--- config.mk ---
export PLATFORM = sky130hd
export DESIGN_NAME = isp_cmd_decoder
export DESIGN_NICKNAME = d
export VERILOG_FILES = /design/src/rtl/isp_pkg.sv /design/src/rtl/isp_edge_sync.sv /design/src/rtl/isp_shift_unit.sv /design/src/rtl/isp_cmd_fsm.sv /design/src/rtl/isp_cmd_decoder.sv
export SDC_FILE = /design/constraint.sdc
export NUM_CORES = 1
export LEC_CHECK = 0
export BUFFER_PORTS_ARGS = -buffer_cell sky130_fd_sc_hd__clkbuf_2
export CAP_MARGIN = 20
export CORE_MARGIN = 1
export CORE_UTILIZATION = 51
export DETAILED_ROUTE_END_ITERATION = 12
export GPL_TIMING_DRIVEN = 0
export PLACE_DENSITY_LB_ADDON = 0.12
export SYNTH_ARGS = -nofsm -noshare
export SYNTH_HDL_FRONTEND = slang
export SYNTH_SLANG_ARGS = --single-unit
export TNS_END_PERCENT = 5
--- constraint.sdc ---
create_clock -name clk -period 2.8 [get_ports clk]
set_input_delay 0.56 -clock clk [delete_from_list [all_inputs] [get_ports clk]]
set_output_delay 0.56 -clock clk [all_outputs]
set_load 0.01 [all_outputs]
--- src/rtl/isp_pkg.sv ---
package isp_pkg;

    localparam int BYTE_W      = 8;
    localparam int FRAME_BYTES = 4;
    localparam int BIT_W       = $clog2(BYTE_W);
    localparam int IDX_W       = $clog2(FRAME_BYTES);

    localparam logic [BYTE_W-1:0] OPC_SYS      = 8'hAC;
    localparam logic [BYTE_W-1:0] SUB_ENTER    = 8'h53;
    localparam logic [BYTE_W-1:0] SUB_ERASE    = 8'h80;
    localparam logic [BYTE_W-1:0] SUB_FUSE_WR  = 8'hA0;
    localparam logic [BYTE_W-1:0] OPC_POLL     = 8'hF0;
    localparam logic [BYTE_W-1:0] OPC_LOAD_LO  = 8'h40;
    localparam logic [BYTE_W-1:0] OPC_LOAD_HI  = 8'h48;
    localparam logic [BYTE_W-1:0] OPC_WR_PAGE  = 8'h4C;
    localparam logic [BYTE_W-1:0] OPC_RD_LO    = 8'h20;
    localparam logic [BYTE_W-1:0] OPC_RD_HI    = 8'h28;
    localparam logic [BYTE_W-1:0] OPC_EE_RD    = 8'hA0;
    localparam logic [BYTE_W-1:0] OPC_EE_WR    = 8'hC0;
    localparam logic [BYTE_W-1:0] OPC_FUSE_RD  = 8'h50;
    localparam logic [BYTE_W-1:0] SUB_FUSE_RD  = 8'h00;

    typedef enum logic [1:0] {
        LNK_OFF    = 2'd0,
        LNK_HUNT   = 2'd1,
        LNK_SYNCED = 2'd2
    } link_t;

    typedef enum logic [3:0] {
        CMD_NOP,
        CMD_ENABLE,
        CMD_ERASE,
        CMD_POLL,
        CMD_LOAD_LO,
        CMD_LOAD_HI,
        CMD_WRITE_PAGE,
        CMD_READ_LO,
        CMD_READ_HI,
        CMD_EE_READ,
        CMD_EE_WRITE,
        CMD_FUSE_WR,
        CMD_FUSE_RD
    } cmd_t;

    typedef enum logic [3:0] {
        MOP_NONE       = 4'd0,
        MOP_ERASE      = 4'd1,
        MOP_LOAD_LO    = 4'd2,
        MOP_LOAD_HI    = 4'd3,
        MOP_WRITE_PAGE = 4'd4,
        MOP_READ_LO    = 4'd5,
        MOP_READ_HI    = 4'd6,
        MOP_EE_READ    = 4'd7,
        MOP_EE_WRITE   = 4'd8
    } mop_t;

    function automatic cmd_t decode_cmd(input logic [BYTE_W-1:0] op,
                                        input logic [BYTE_W-1:0] sub);
        cmd_t c;
        c = CMD_NOP;
        case (op)
            OPC_SYS: begin
                if (sub == SUB_ENTER)        c = CMD_ENABLE;
                else if (sub == SUB_ERASE)   c = CMD_ERASE;
                else if (sub == SUB_FUSE_WR) c = CMD_FUSE_WR;
            end
            OPC_POLL:    c = CMD_POLL;
            OPC_LOAD_LO: c = CMD_LOAD_LO;
            OPC_LOAD_HI: c = CMD_LOAD_HI;
            OPC_WR_PAGE: c = CMD_WRITE_PAGE;
            OPC_RD_LO:   c = CMD_READ_LO;
            OPC_RD_HI:   c = CMD_READ_HI;
            OPC_EE_RD:   c = CMD_EE_READ;
            OPC_EE_WR:   c = CMD_EE_WRITE;
            OPC_FUSE_RD: if (sub == SUB_FUSE_RD) c = CMD_FUSE_RD;
            default:     c = CMD_NOP;
        endcase
        return c;
    endfunction

    function automatic mop_t cmd_to_mop(input cmd_t c);
        mop_t m;
        case (c)
            CMD_ERASE:      m = MOP_ERASE;
            CMD_LOAD_LO:    m = MOP_LOAD_LO;
            CMD_LOAD_HI:    m = MOP_LOAD_HI;
            CMD_WRITE_PAGE: m = MOP_WRITE_PAGE;
            CMD_READ_LO:    m = MOP_READ_LO;
            CMD_READ_HI:    m = MOP_READ_HI;
            CMD_EE_READ:    m = MOP_EE_READ;
            CMD_EE_WRITE:   m = MOP_EE_WRITE;
            default:        m = MOP_NONE;
        endcase
        return m;
    endfunction

    function automatic logic cmd_is_read(input cmd_t c);
        return (c == CMD_READ_LO) || (c == CMD_READ_HI) || (c == CMD_EE_READ);
    endfunction

    function automatic logic cmd_is_store(input cmd_t c);
        return (c == CMD_ERASE) || (c == CMD_LOAD_LO) || (c == CMD_LOAD_HI) ||
               (c == CMD_WRITE_PAGE) || (c == CMD_EE_WRITE);
    endfunction

endpackage

--- src/rtl/isp_edge_sync.sv ---
module isp_edge_sync #(
    parameter int STAGES = 2
) (
    input  logic clk,
    input  logic rst_n,
    input  logic sck_in,
    input  logic mosi_in,
    output logic sck_rise,
    output logic sck_fall,
    output logic mosi_smp
);

    logic [STAGES-1:0] sck_chain;
    logic [STAGES-1:0] mosi_chain;
    logic              sck_last;

    generate
        if (STAGES == 1) begin : g_single
            always_ff @(posedge clk or negedge rst_n) begin
                if (!rst_n) begin
                    sck_chain  <= '0;
                    mosi_chain <= '0;
                end else begin
                    sck_chain  <= sck_in;
                    mosi_chain <= mosi_in;
                end
            end
        end else begin : g_multi
            always_ff @(posedge clk or negedge rst_n) begin
                if (!rst_n) begin
                    sck_chain  <= '0;
                    mosi_chain <= '0;
                end else begin
                    sck_chain  <= {sck_chain[STAGES-2:0], sck_in};
                    mosi_chain <= {mosi_chain[STAGES-2:0], mosi_in};
                end
            end
        end
    endgenerate

    always_ff @(posedge clk or negedge rst_n) begin
        if (!rst_n) sck_last <= 1'b0;
        else        sck_last <= sck_chain[STAGES-1];
    end

    assign sck_rise = sck_chain[STAGES-1] & ~sck_last;
    assign sck_fall = ~sck_chain[STAGES-1] & sck_last;
    assign mosi_smp = mosi_chain[STAGES-1];

endmodule

--- src/rtl/isp_shift_unit.sv ---
module isp_shift_unit
    import isp_pkg::*;
(
    input  logic              clk,
    input  logic              rst_n,
    input  logic              clr,
    input  logic              rise,
    input  logic              fall,
    input  logic              mosi_smp,
    input  logic [BYTE_W-1:0] tx_byte,
    output logic              byte_done,
    output logic [BYTE_W-1:0] byte_val,
    output logic [IDX_W-1:0]  byte_idx,
    output logic              miso
);

    localparam logic [BIT_W-1:0] BIT_LAST = BIT_W'(BYTE_W - 1);
    localparam logic [IDX_W-1:0] IDX_LAST = IDX_W'(FRAME_BYTES - 1);

    logic [BIT_W-1:0]  bit_q;
    logic [IDX_W-1:0]  idx_q;
    logic [BYTE_W-1:0] rx_q;
    logic [BYTE_W-1:0] tx_q;

    assign byte_done = rise && (bit_q == BIT_LAST);
    assign byte_val  = {rx_q[BYTE_W-2:0], mosi_smp};
    assign byte_idx  = idx_q;
    assign miso      = tx_q[BYTE_W-1];

    // receive side: counters advance on each rising SCK edge
    always_ff @(posedge clk or negedge rst_n) begin
        if (!rst_n) begin
            bit_q <= '0;
            idx_q <= '0;
            rx_q  <= '0;
        end else if (clr) begin
            bit_q <= '0;
            idx_q <= '0;
            rx_q  <= '0;
        end else if (rise) begin
            rx_q  <= byte_val;
            bit_q <= (bit_q == BIT_LAST) ? '0 : bit_q + 1'b1;
            if (bit_q == BIT_LAST)
                idx_q <= (idx_q == IDX_LAST) ? '0 : idx_q + 1'b1;
        end
    end

    // transmit side: loads at a byte boundary, shifts otherwise
    always_ff @(posedge clk or negedge rst_n) begin
        if (!rst_n) begin
            tx_q <= '0;
        end else if (clr) begin
            tx_q <= '0;
        end else if (fall) begin
            if (bit_q == '0) tx_q <= tx_byte;
            else             tx_q <= {tx_q[BYTE_W-2:0], 1'b0};
        end
    end

endmodule

--- src/rtl/isp_cmd_fsm.sv ---
module isp_cmd_fsm
    import isp_pkg::*;
#(
    parameter logic [7:0] FUSE_INIT = 8'hE2
) (
    input  logic              clk,
    input  logic              rst_n,
    input  logic              prog_mode,
    input  logic              byte_done,
    input  logic [BYTE_W-1:0] byte_val,
    input  logic [IDX_W-1:0]  byte_idx,
    input  logic [BYTE_W-1:0] mem_rdata,
    input  logic              mem_busy,
    output logic [BYTE_W-1:0] tx_byte,
    output link_t             link_st,
    output logic              mem_req,
    output logic [3:0]        mem_op,
    output logic [BYTE_W-1:0] mem_addr_hi,
    output logic [BYTE_W-1:0] mem_addr_lo,
    output logic [BYTE_W-1:0] mem_wdata
);

    localparam logic [IDX_W-1:0] IDX_B3 = IDX_W'(FRAME_BYTES - 2);
    localparam logic [IDX_W-1:0] IDX_B4 = IDX_W'(FRAME_BYTES - 1);

    link_t             link_q, link_d;
    logic [BYTE_W-1:0] b1_q, b2_q, b3_q;
    logic [BYTE_W-1:0] fuse_q;
    cmd_t              cmd_now;
    logic              frame_end;
    logic              synced;
    logic              req_q;
    mop_t              op_q;
    logic [BYTE_W-1:0] hi_q, lo_q, wd_q;

    assign cmd_now   = decode_cmd(b1_q, b2_q);
    assign frame_end = byte_done && (byte_idx == IDX_B4);
    assign synced    = (link_q == LNK_SYNCED);

    // captured frame bytes
    always_ff @(posedge clk or negedge rst_n) begin
        if (!rst_n) begin
            b1_q <= '0;
            b2_q <= '0;
            b3_q <= '0;
        end else if (!prog_mode) begin
            b1_q <= '0;
            b2_q <= '0;
            b3_q <= '0;
        end else if (byte_done) begin
            unique case (byte_idx)
                2'd0:    b1_q <= byte_val;
                2'd1:    b2_q <= byte_val;
                2'd2:    b3_q <= byte_val;
                default: ;
            endcase
        end
    end

    // link state: next-state logic
    always_comb begin
        link_d = link_q;
        unique case (link_q)
            LNK_OFF:    if (prog_mode) link_d = LNK_HUNT;
            LNK_HUNT:   if (frame_end && b1_q == OPC_SYS && b2_q == SUB_ENTER)
                            link_d = LNK_SYNCED;
            LNK_SYNCED: link_d = LNK_SYNCED;
            default:    link_d = LNK_OFF;
        endcase
        if (!prog_mode) link_d = LNK_OFF;
    end

    // link state register
    always_ff @(posedge clk or negedge rst_n) begin
        if (!rst_n) link_q <= LNK_OFF;
        else        link_q <= link_d;
    end

    // outputs: memory strobe, address, data and fuse register
    always_ff @(posedge clk or negedge rst_n) begin
        if (!rst_n) begin
            req_q  <= 1'b0;
            op_q   <= MOP_NONE;
            hi_q   <= '0;
            lo_q   <= '0;
            wd_q   <= '0;
            fuse_q <= FUSE_INIT;
        end else begin
            req_q <= 1'b0;
            if (!prog_mode) begin
                op_q <= MOP_NONE;
                hi_q <= '0;
                lo_q <= '0;
                wd_q <= '0;
            end else if (byte_done && synced) begin
                if (byte_idx == IDX_B3 && cmd_is_read(cmd_now)) begin
                    req_q <= 1'b1;
                    op_q  <= cmd_to_mop(cmd_now);
                    hi_q  <= b2_q;
                    lo_q  <= byte_val;
                    wd_q  <= '0;
                end else if (byte_idx == IDX_B4 && cmd_is_store(cmd_now)) begin
                    req_q <= 1'b1;
                    op_q  <= cmd_to_mop(cmd_now);
                    hi_q  <= b2_q;
                    lo_q  <= b3_q;
                    wd_q  <= byte_val;
                end
                if (byte_idx == IDX_B4 && cmd_now == CMD_FUSE_WR)
                    fuse_q <= byte_val;
            end
        end
    end

    // outgoing byte for the index about to be shifted
    always_comb begin
        tx_byte = '0;
        unique case (byte_idx)
            2'd0: tx_byte = '0;
            2'd1: tx_byte = b1_q;
            2'd2: tx_byte = b2_q;
            2'd3: begin
                if (synced) begin
                    unique case (cmd_now)
                        CMD_POLL:    tx_byte = {{(BYTE_W-1){1'b0}}, mem_busy};
                        CMD_READ_LO,
                        CMD_READ_HI,
                        CMD_EE_READ: tx_byte = mem_rdata;
                        CMD_FUSE_RD: tx_byte = fuse_q;
                        default:     tx_byte = '0;
                    endcase
                end
            end
            default: tx_byte = '0;
        endcase
    end

    assign link_st     = link_q;
    assign mem_req     = req_q;
    assign mem_op      = op_q;
    assign mem_addr_hi = hi_q;
    assign mem_addr_lo = lo_q;
    assign mem_wdata   = wd_q;

endmodule

--- src/rtl/isp_cmd_decoder.sv ---
module isp_cmd_decoder #(
    parameter int         SYNC_STAGES = 2,
    parameter logic [7:0] FUSE_INIT   = 8'hE2
) (
    input  logic       clk,
    input  logic       rst_n,
    input  logic       prog_mode,
    input  logic       sck_in,
    input  logic       mosi_in,
    output logic       miso_out,
    output logic       mem_req,
    output logic [3:0] mem_op,
    output logic [7:0] mem_addr_hi,
    output logic [7:0] mem_addr_lo,
    output logic [7:0] mem_wdata,
    input  logic [7:0] mem_rdata,
    input  logic       mem_busy
);

    import isp_pkg::*;

    logic              sck_rise;
    logic              sck_fall;
    logic              mosi_smp;
    logic              byte_done;
    logic [BYTE_W-1:0] byte_val;
    logic [IDX_W-1:0]  byte_idx;
    logic [BYTE_W-1:0] tx_byte;
    link_t             link_st;

    isp_edge_sync #(.STAGES(SYNC_STAGES)) u_sync (
        .clk      (clk),
        .rst_n    (rst_n),
        .sck_in   (sck_in),
        .mosi_in  (mosi_in),
        .sck_rise (sck_rise),
        .sck_fall (sck_fall),
        .mosi_smp (mosi_smp)
    );

    isp_shift_unit u_shift (
        .clk       (clk),
        .rst_n     (rst_n),
        .clr       (!prog_mode),
        .rise      (sck_rise),
        .fall      (sck_fall),
        .mosi_smp  (mosi_smp),
        .tx_byte   (tx_byte),
        .byte_done (byte_done),
        .byte_val  (byte_val),
        .byte_idx  (byte_idx),
        .miso      (miso_out)
    );

    isp_cmd_fsm #(.FUSE_INIT(FUSE_INIT)) u_fsm (
        .clk         (clk),
        .rst_n       (rst_n),
        .prog_mode   (prog_mode),
        .byte_done   (byte_done),
        .byte_val    (byte_val),
        .byte_idx    (byte_idx),
        .mem_rdata   (mem_rdata),
        .mem_busy    (mem_busy),
        .tx_byte     (tx_byte),
        .link_st     (link_st),
        .mem_req     (mem_req),
        .mem_op      (mem_op),
        .mem_addr_hi (mem_addr_hi),
        .mem_addr_lo (mem_addr_lo),
        .mem_wdata   (mem_wdata)
    );

endmodule

# ---- After elaboration in Yosys (flattened, before gate mapping)
# Memory sizes are Yosys's and may differ from the RTL's.
# Index checks and enable logic that the tools add are counted.
dict set report op_classes {
  n_reduce_logical 25
  bitwise_logic 4
  eq_ne 40
  add_sub_neg 2
  mux 52
}
# op n
set op_table {}
lappend op_table {{2-to-1 mux 8 bit} 25}
lappend op_table {{equality test 8 bit (second input constant)} 6}
lappend op_table {{equality test 8 x 7 -> 1 bit (second input constant)} 5}
lappend op_table {{one-hot mux 4 bit (10 select lines)} 1}
lappend op_table {{2-to-1 mux 4 bit} 8}
lappend op_table {{one-hot mux 8 bit (4 select lines)} 1}
lappend op_table {{one-hot mux 8 bit (3 select lines)} 1}
lappend op_table {{equality test 4 bit (second input constant)} 5}
lappend op_table {{equality test 4 x 3 -> 1 bit (second input constant)} 4}
lappend op_table {{equality test 8 x 6 -> 1 bit (second input constant)} 2}
lappend op_table {{!= test 2 x 1 -> 1 bit (second input constant)} 8}
lappend op_table {{2-to-1 mux 7 bit} 2}
lappend op_table {{2-to-1 mux 2 bit} 6}
lappend op_table {{AND reduction 2 bit} 5}
lappend op_table {{2-to-1 mux 3 bit} 3}
lappend op_table {{equality test 4 x 2 -> 1 bit (second input constant)} 2}
lappend op_table {{logical AND 1 bit} 8}
lappend op_table {{zero test 8 bit} 1}
lappend op_table {{equality test 2 bit (second input constant)} 3}
lappend op_table {{logical OR 1 bit} 6}
lappend op_table {{one-hot mux 2 bit (3 select lines)} 1}
lappend op_table {{equality test 2 x 1 -> 1 bit (second input constant)} 2}
lappend op_table {{zero test 2 bit} 2}
lappend op_table {{2-to-1 mux 1 bit} 4}
lappend op_table {{other kinds (10)} 12}
dict set report totals {
  wordCells 142
  input_bits 14
  rom_bits 128
  regBits 88
  memories 2
  out_inout_bits 30
}
# memory depth width read_ports rd_clocked_by_memory_dff write_ports line
set mem_list {}
lappend mem_list {{(name not given)} 16 4 1 0 0 isp_pkg.sv:83} ;# case (c)
lappend mem_list {{(name not given)} 16 4 1 0 0 isp_pkg.sv:83}

# ---- Logic depth before layout (Yosys ltp)
dict set report logic_depth {
  word_depth 15
  depth_mapped 10
}

# ---- Cells and area by module
# A second synthesis with hierarchy kept.
dict set report unflattened {
  hier_cells 407
  hier_area_um2 4540.6
}
# module area_per_inst_um2 cells_each n_inst
set modules_own_cells {}
lappend modules_own_cells {isp_cmd_fsm 3316.9 305 1}
lappend modules_own_cells {isp_shift_unit 1079.8 94 1}
lappend modules_own_cells {isp_edge_sync 140.1 7 1}
lappend modules_own_cells {isp_cmd_decoder 3.8 1 1}

# ---- Least setup slack after synthesis
# Ideal clock, no wire load.
dict set report synth_timing {
  path_type {reg2reg}
  startpoint {register u_fsm.b1_q[3]}
  endpoint {register u_fsm.op_q[3] (netlist: u_fsm.mem_op[3])}
  n_path_buf 4
  path_stages_with_launch 11
  arrival_ps 2450
  setup_slack_ps 270
  cell_sequence {dfrtp_1 > buf_6 > or4_1 > buf_2 > o22ai_2 > a221o_1 > buf_6 > mux2_4 > o22ai_4 > buf_6 > mux2i_1}
}
dict set report synth_between {
  elab_chain_len 10
  elab_cells_between_ends 35
  cone_classes {eq/ne (19); mux (5); reduce/logical (9); memory (2)}
}
# element line
set synth_rtl {}
lappend synth_rtl {{start: declaration} isp_cmd_fsm.sv:27} ;# logic [BYTE_W-1:0] b1_q, b2_q, b3_q;
lappend synth_rtl {{start signal: assignment} isp_cmd_fsm.sv:52} ;# 2'd0: b1_q <= byte_val;
lappend synth_rtl {{equality test 8 x 7 -> 1 bit (tied with other cells)} isp_pkg.sv:61} ;# case (op)
lappend synth_rtl {{one-hot mux 4 bit (10 select lines) *} isp_pkg.sv:61}
lappend synth_rtl {{branches (longest 8 deep; another with memory read (16 x 4 bit))} -}
lappend synth_rtl {{end signal: assignment} isp_cmd_fsm.sv:98} ;# op_q <= cmd_to_mop(cmd_now);
lappend synth_rtl {{end signal: assignment} isp_cmd_fsm.sv:104} ;# op_q <= cmd_to_mop(cmd_now);
lappend synth_rtl {{end: declaration} isp_cmd_fsm.sv:33} ;# mop_t op_q;
# Mark *: on every way between the ends. The select of a mux whose other input is x is not followed.
# A chain may end at the register's enable or synchronous reset.

# ---- Final worst setup path
dict set report layout_timing {
  startpoint {register u_fsm.b1_q[3]}
  endpoint {register u_fsm.hi_q[1] (netlist: u_fsm.mem_addr_hi[1])}
}
dict set report layout_between {
  elab_chain_len 10
  elab_cells_between_ends 32
  cone_classes {eq/ne (19); mux (4); reduce/logical (9)}
}
# element line
set layout_rtl {}
lappend layout_rtl {{equality test 8 x 7 -> 1 bit (tied with other cells)} isp_pkg.sv:61}
lappend layout_rtl {{one-hot mux 4 bit (10 select lines) *} isp_pkg.sv:61}
lappend layout_rtl {{equality test 4 x 2 -> 1 bit or equality test 4 x 3 -> 1 bit (tied branches)} isp_pkg.sv:102} ;# return (c == CMD_ERASE) || (c == CMD_LOAD_LO) || (c == CMD_LOAD_HI) ||
lappend layout_rtl {{logical OR 1 bit (3 in a row)} isp_pkg.sv:102}
lappend layout_rtl {{logical OR 1 bit} isp_pkg.sv:103} ;# (c == CMD_WRITE_PAGE) || (c == CMD_EE_WRITE);
lappend layout_rtl {{logical AND 1 bit} isp_cmd_fsm.sv:102} ;# end else if (byte_idx == IDX_B4 && cmd_is_store(cmd_now)) begin
lappend layout_rtl {{!= test 3 x 1 -> 1 bit (no line)} -}
lappend layout_rtl {{AND reduction 2 bit (no line)} -}
lappend layout_rtl {{end signal: assignment} isp_cmd_fsm.sv:99} ;# hi_q <= b2_q;
lappend layout_rtl {{end signal: assignment} isp_cmd_fsm.sv:105} ;# hi_q <= b2_q;
lappend layout_rtl {{end: declaration} isp_cmd_fsm.sv:34} ;# logic [BYTE_W-1:0] hi_q, lo_q, wd_q;
# Mark *: on every way between the ends. The rest lies on a longest branch, timed or not. The select of a mux whose other input is x is not followed.

==> results.yml <==
outcome:
  status: "finished clean"
global_route:
  overflow: 0
  grt_max_degree: 67
  track_usage: 0.279
  use_met2: 0.445
  grt_util_met3: 0.0403
  met1_usage: 0.391
  grt_pass1_vias: 3904
  grt_pass1_wl_um: 20600
  grt_busiest_layer: "met2"
  antenna_found_initial: 0
floorplan:
  fp-row-count: 34
  die_x_um: 97.3
  coreArea_mm2: 0.00876
  floorplan.initialDensity: 0.528
  ios: 44
  chipHeight_um: 97.3
  die_area_mm2: 0.00946
place:
  place_hpwl_um: 8840
  io_buffers: 43
  place_ws_ns: -0.260
  gp_congestion: 0.948
logic_synthesis:
  syn_avg_cell_area_um2: 9.31
  synth-warning-count: 0
  yosysTopAreaCell: "dfrtp_1"
  yosysUniqueCellTypes: 57
  synth_area_leaders: "dfrtp_1 45%, nand2_1 7.8%, a21oi_1 4.4%"
  synthFlopType: "dfrtp_1"
  synth_edf_count: 0
  syn-instance-count: 497
  ys_ff_latch: 88
  syn-num-nets: 521
  synth_top_cell_area_share: 0.454
  ys_async_sr_fraction: 1.00
  synth_sequential_area_ratio: 0.477
  syn_area_mm2: 0.00463
final_layout:
  fin_util: 0.605
  final_common_cell: "nand2_1"
  drive_gt1_frac: 0.187
  final_cell_mix: "96 x nand2_1, 83 x dfrtp_1, 42 x clkbuf_2, 41 x a21oi_1, 34 x o21ai_0"
  area_growth_pct: 14.7
  diodes: 0
  nets: 582
critical_path:
  cp_max_fo: 10
  slowest_delay_ns: 0.49
  path_class: "flop to flop"
  cp_data_arrival_time_ns: 2.98
  endpoint_kind: "flop"
  r2r.worst_path.cells: 10
  cp_common_cell: "buf_6"
  r2r-end: "u_fsm.mem_addr_hi[1]"
  critical_path.cell_chain: "buf_6 > or4_1 > buf_4 > o22ai_2 > a221o_1 > buf_6 > mux2_4 > o22ai_4 > buf_8 > mux2i_1"
  worstSetupStartpointType: "flop"
  r2r_start: "u_fsm.b1_q[3]"
  required_ns: 3.08
  critPathSlowestCell: "or4_1"
  r2r_slack_ns: 0.10
power_and_ir_drop:
  p_clk_frac: 0.386
  seqPwrFrac: 0.547
  comb_power_share: 0.067
  ir_drop_mv: 0.233
  intPower_mw: 1.79
  power_switching_mw: 0.607
  pwr_density_cell_mw_per_mm2: 451
  sw_frac_of_total: 0.254
  power_leakage_nw: 2.30
routing:
  first_pass_iters: 5
  routed_wl_um: 12500
  ant_nets: 0
  vias: 4055
  wl_per_cell_um: 18.7
  avgViaCountPerCell: 6.04
  drt_iter0_drc: 341
  route.detailed.drc: 0
clock_tree:
  clk_pin_slew_worst_paths_ns: 0.09
  cts_tree: "built"
  clk_path_buf_depth: 2
  cts.sinks: 88
  numCtsBuffers: 9
  htree_levels: 3
  clk_root_buffer_cell: "clkbuf_8"
  clk_latency_ns: 0.36
sta:
  timing.final.crit_period_ns: 2.70
  final-hold-violation-count: 0
  maxSlewViolCount: 0
  worst_slew_pin_slew_ns: 0.813
  slew_headroom: 0.458
  setup_viol: 0
  worst_slack_ns: 0.103
  timing.fmax_mhz: 371
  finalCritPeriodShare: 0.963
  clock_skew_ns: 0.0127
job:
  drv_cap: 0
hold_path:
  hp-class: "input pin to async pin"
-- power groups by stage --
stage | Clock (mW) | Combinational, mW | Sequential, mW
after global placement | 0 | 0.149 | 1.33
after detailed placement | 0 | 0.159 | 1.33
after CTS | 0.937 | 0.160 | 1.31
final | 0.924 | 0.160 | 1.31
after floorplan | 0 | 0.0849 | 1.33
after global routing | 0.995 | 0.188 | 1.31
-- cell usage after synthesis (all sizes together) (4+ instances only) --
library cell and count:
nor4 4, and3 4, dfrtp 84, buf 12, a22o 7, nor2 10, a21oi 41, o211ai 10
nand4 14, nand2 97, a22oi 7, ha 10, inv 12, mux2i 13, o21ai 41, a31oi 23
mux2 9, clkbuf 29, or4 6, nand3 12, dfstp 4, nor3 4, a21o 8
-- per-layer routing --
layer | routed length [um] | vias up
met2 | 5850 | 170
met1 | 5510 | 1944
met4 | 350 | 0
li1 | - | 1911
met3 | 837 | 30
met5 | 0 | -
-- state kept, by name, indices dropped and copies added, names as in the netlist --
signal,count
u_fsm.link_st,2
u_sync.sck_last,1
u_sync.sck_chain,2
u_fsm.mem_addr_lo,8
u_shift.byte_idx,2
u_shift.tx_q,8
u_fsm.b2_q,8
u_fsm.b1_q,8
u_fsm.mem_op,4
u_fsm.mem_wdata,8
u_sync.mosi_chain,2
u_fsm.mem_addr_hi,8
u_fsm.mem_req,1
u_shift.rx_q,7
u_fsm.fuse_q,8
u_shift.bit_q,3
u_fsm.b3_q,8
-- critical path: cells and delay by family, from the launching register on --
kind,cells,cell delay (ns)
buffers and inverters,4,0.65
AO/OA/AOI/OAI,3,0.56
multiplexers,2,0.54
AND/OR/NAND/NOR,1,0.49
flip-flops,1,0.38
-- timing repair --
item	4_1_cts	5_1_grt
hold buffers	0	0
resized for setup	3	7
setup endpoints to repair	25	21
pin swaps	0	3
setup buffers	0	6
-- stage by stage --
step	TNS (ns)	cell area [um2]	hold WS, ns	std cells	power (mW)
6_report	0	5310	0.128	671	2.39
3_5_place_dp	-2.73	5010	0.335	649	1.49
2_1_floorplan	0	4630	0.264	497	1.41
3_3_place_gp	-2.57	4980	0.338	648	1.48
5_1_grt	-0.0264	5310	0.142	671	2.50
4_1_cts	0	5230	0.131	665	2.41
-- logic make-up after synthesis --
| kind of cell | Yosys count | share of synthesized area |
|---|---|---|
| AO/OA/AOI/OAI | 151 | 0.208 |
| XOR/XNOR | 1 | 0.00189 |
| adder cells (fa/ha/maj) | 10 | 0.0270 |
| buffers and inverters | 53 | 0.0514 |
| flip-flops | 88 | 0.477 |
| multiplexers | 22 | 0.0508 |
| AND/OR/NAND/NOR | 172 | 0.184 |
-- area by class of cell --
| class | count | area (um2) |
|---|---|---|
| inverters | 12 | 45.0 |
| repair buffers | 50 | 290 |
| clock buffers | 11 | 141 |
| well taps | 108 | 135 |
| plain buffers | 41 | 201 |
| multi-input cells | 356 | 2220 |
| clock inverters | 5 | 63.8 |
| flip-flops and latches | 88 | 2210 |
| fillers | 773 | 3460 |
-- worst max path at each step --
| stage | start | to | slack [ns] | cells past startpoint |
|---|---|---|---|---|
| 6_report | u_fsm.b1_q[3] | u_fsm.mem_addr_hi[1] | 0.10 | 10 |
| 5_1_grt | u_fsm.b1_q[3] | u_fsm.mem_op[2] | -0.01 | 10 |
| 4_1_cts | u_fsm.b1_q[3] | u_fsm.mem_addr_hi[1] | 0.003 | 10 |
| 3_5_place_dp | u_fsm.b2_q[0] | u_fsm.mem_addr_lo[5] | -0.26 | 8 |
| 3_3_place_gp | u_fsm.b2_q[0] | u_fsm.mem_wdata[1] | -0.26 | 8 |
| 2_1_floorplan | u_fsm.b1_q[3] | u_fsm.mem_op[3] | 0.27 | 10 |
(Power assumes the default switching activity.)
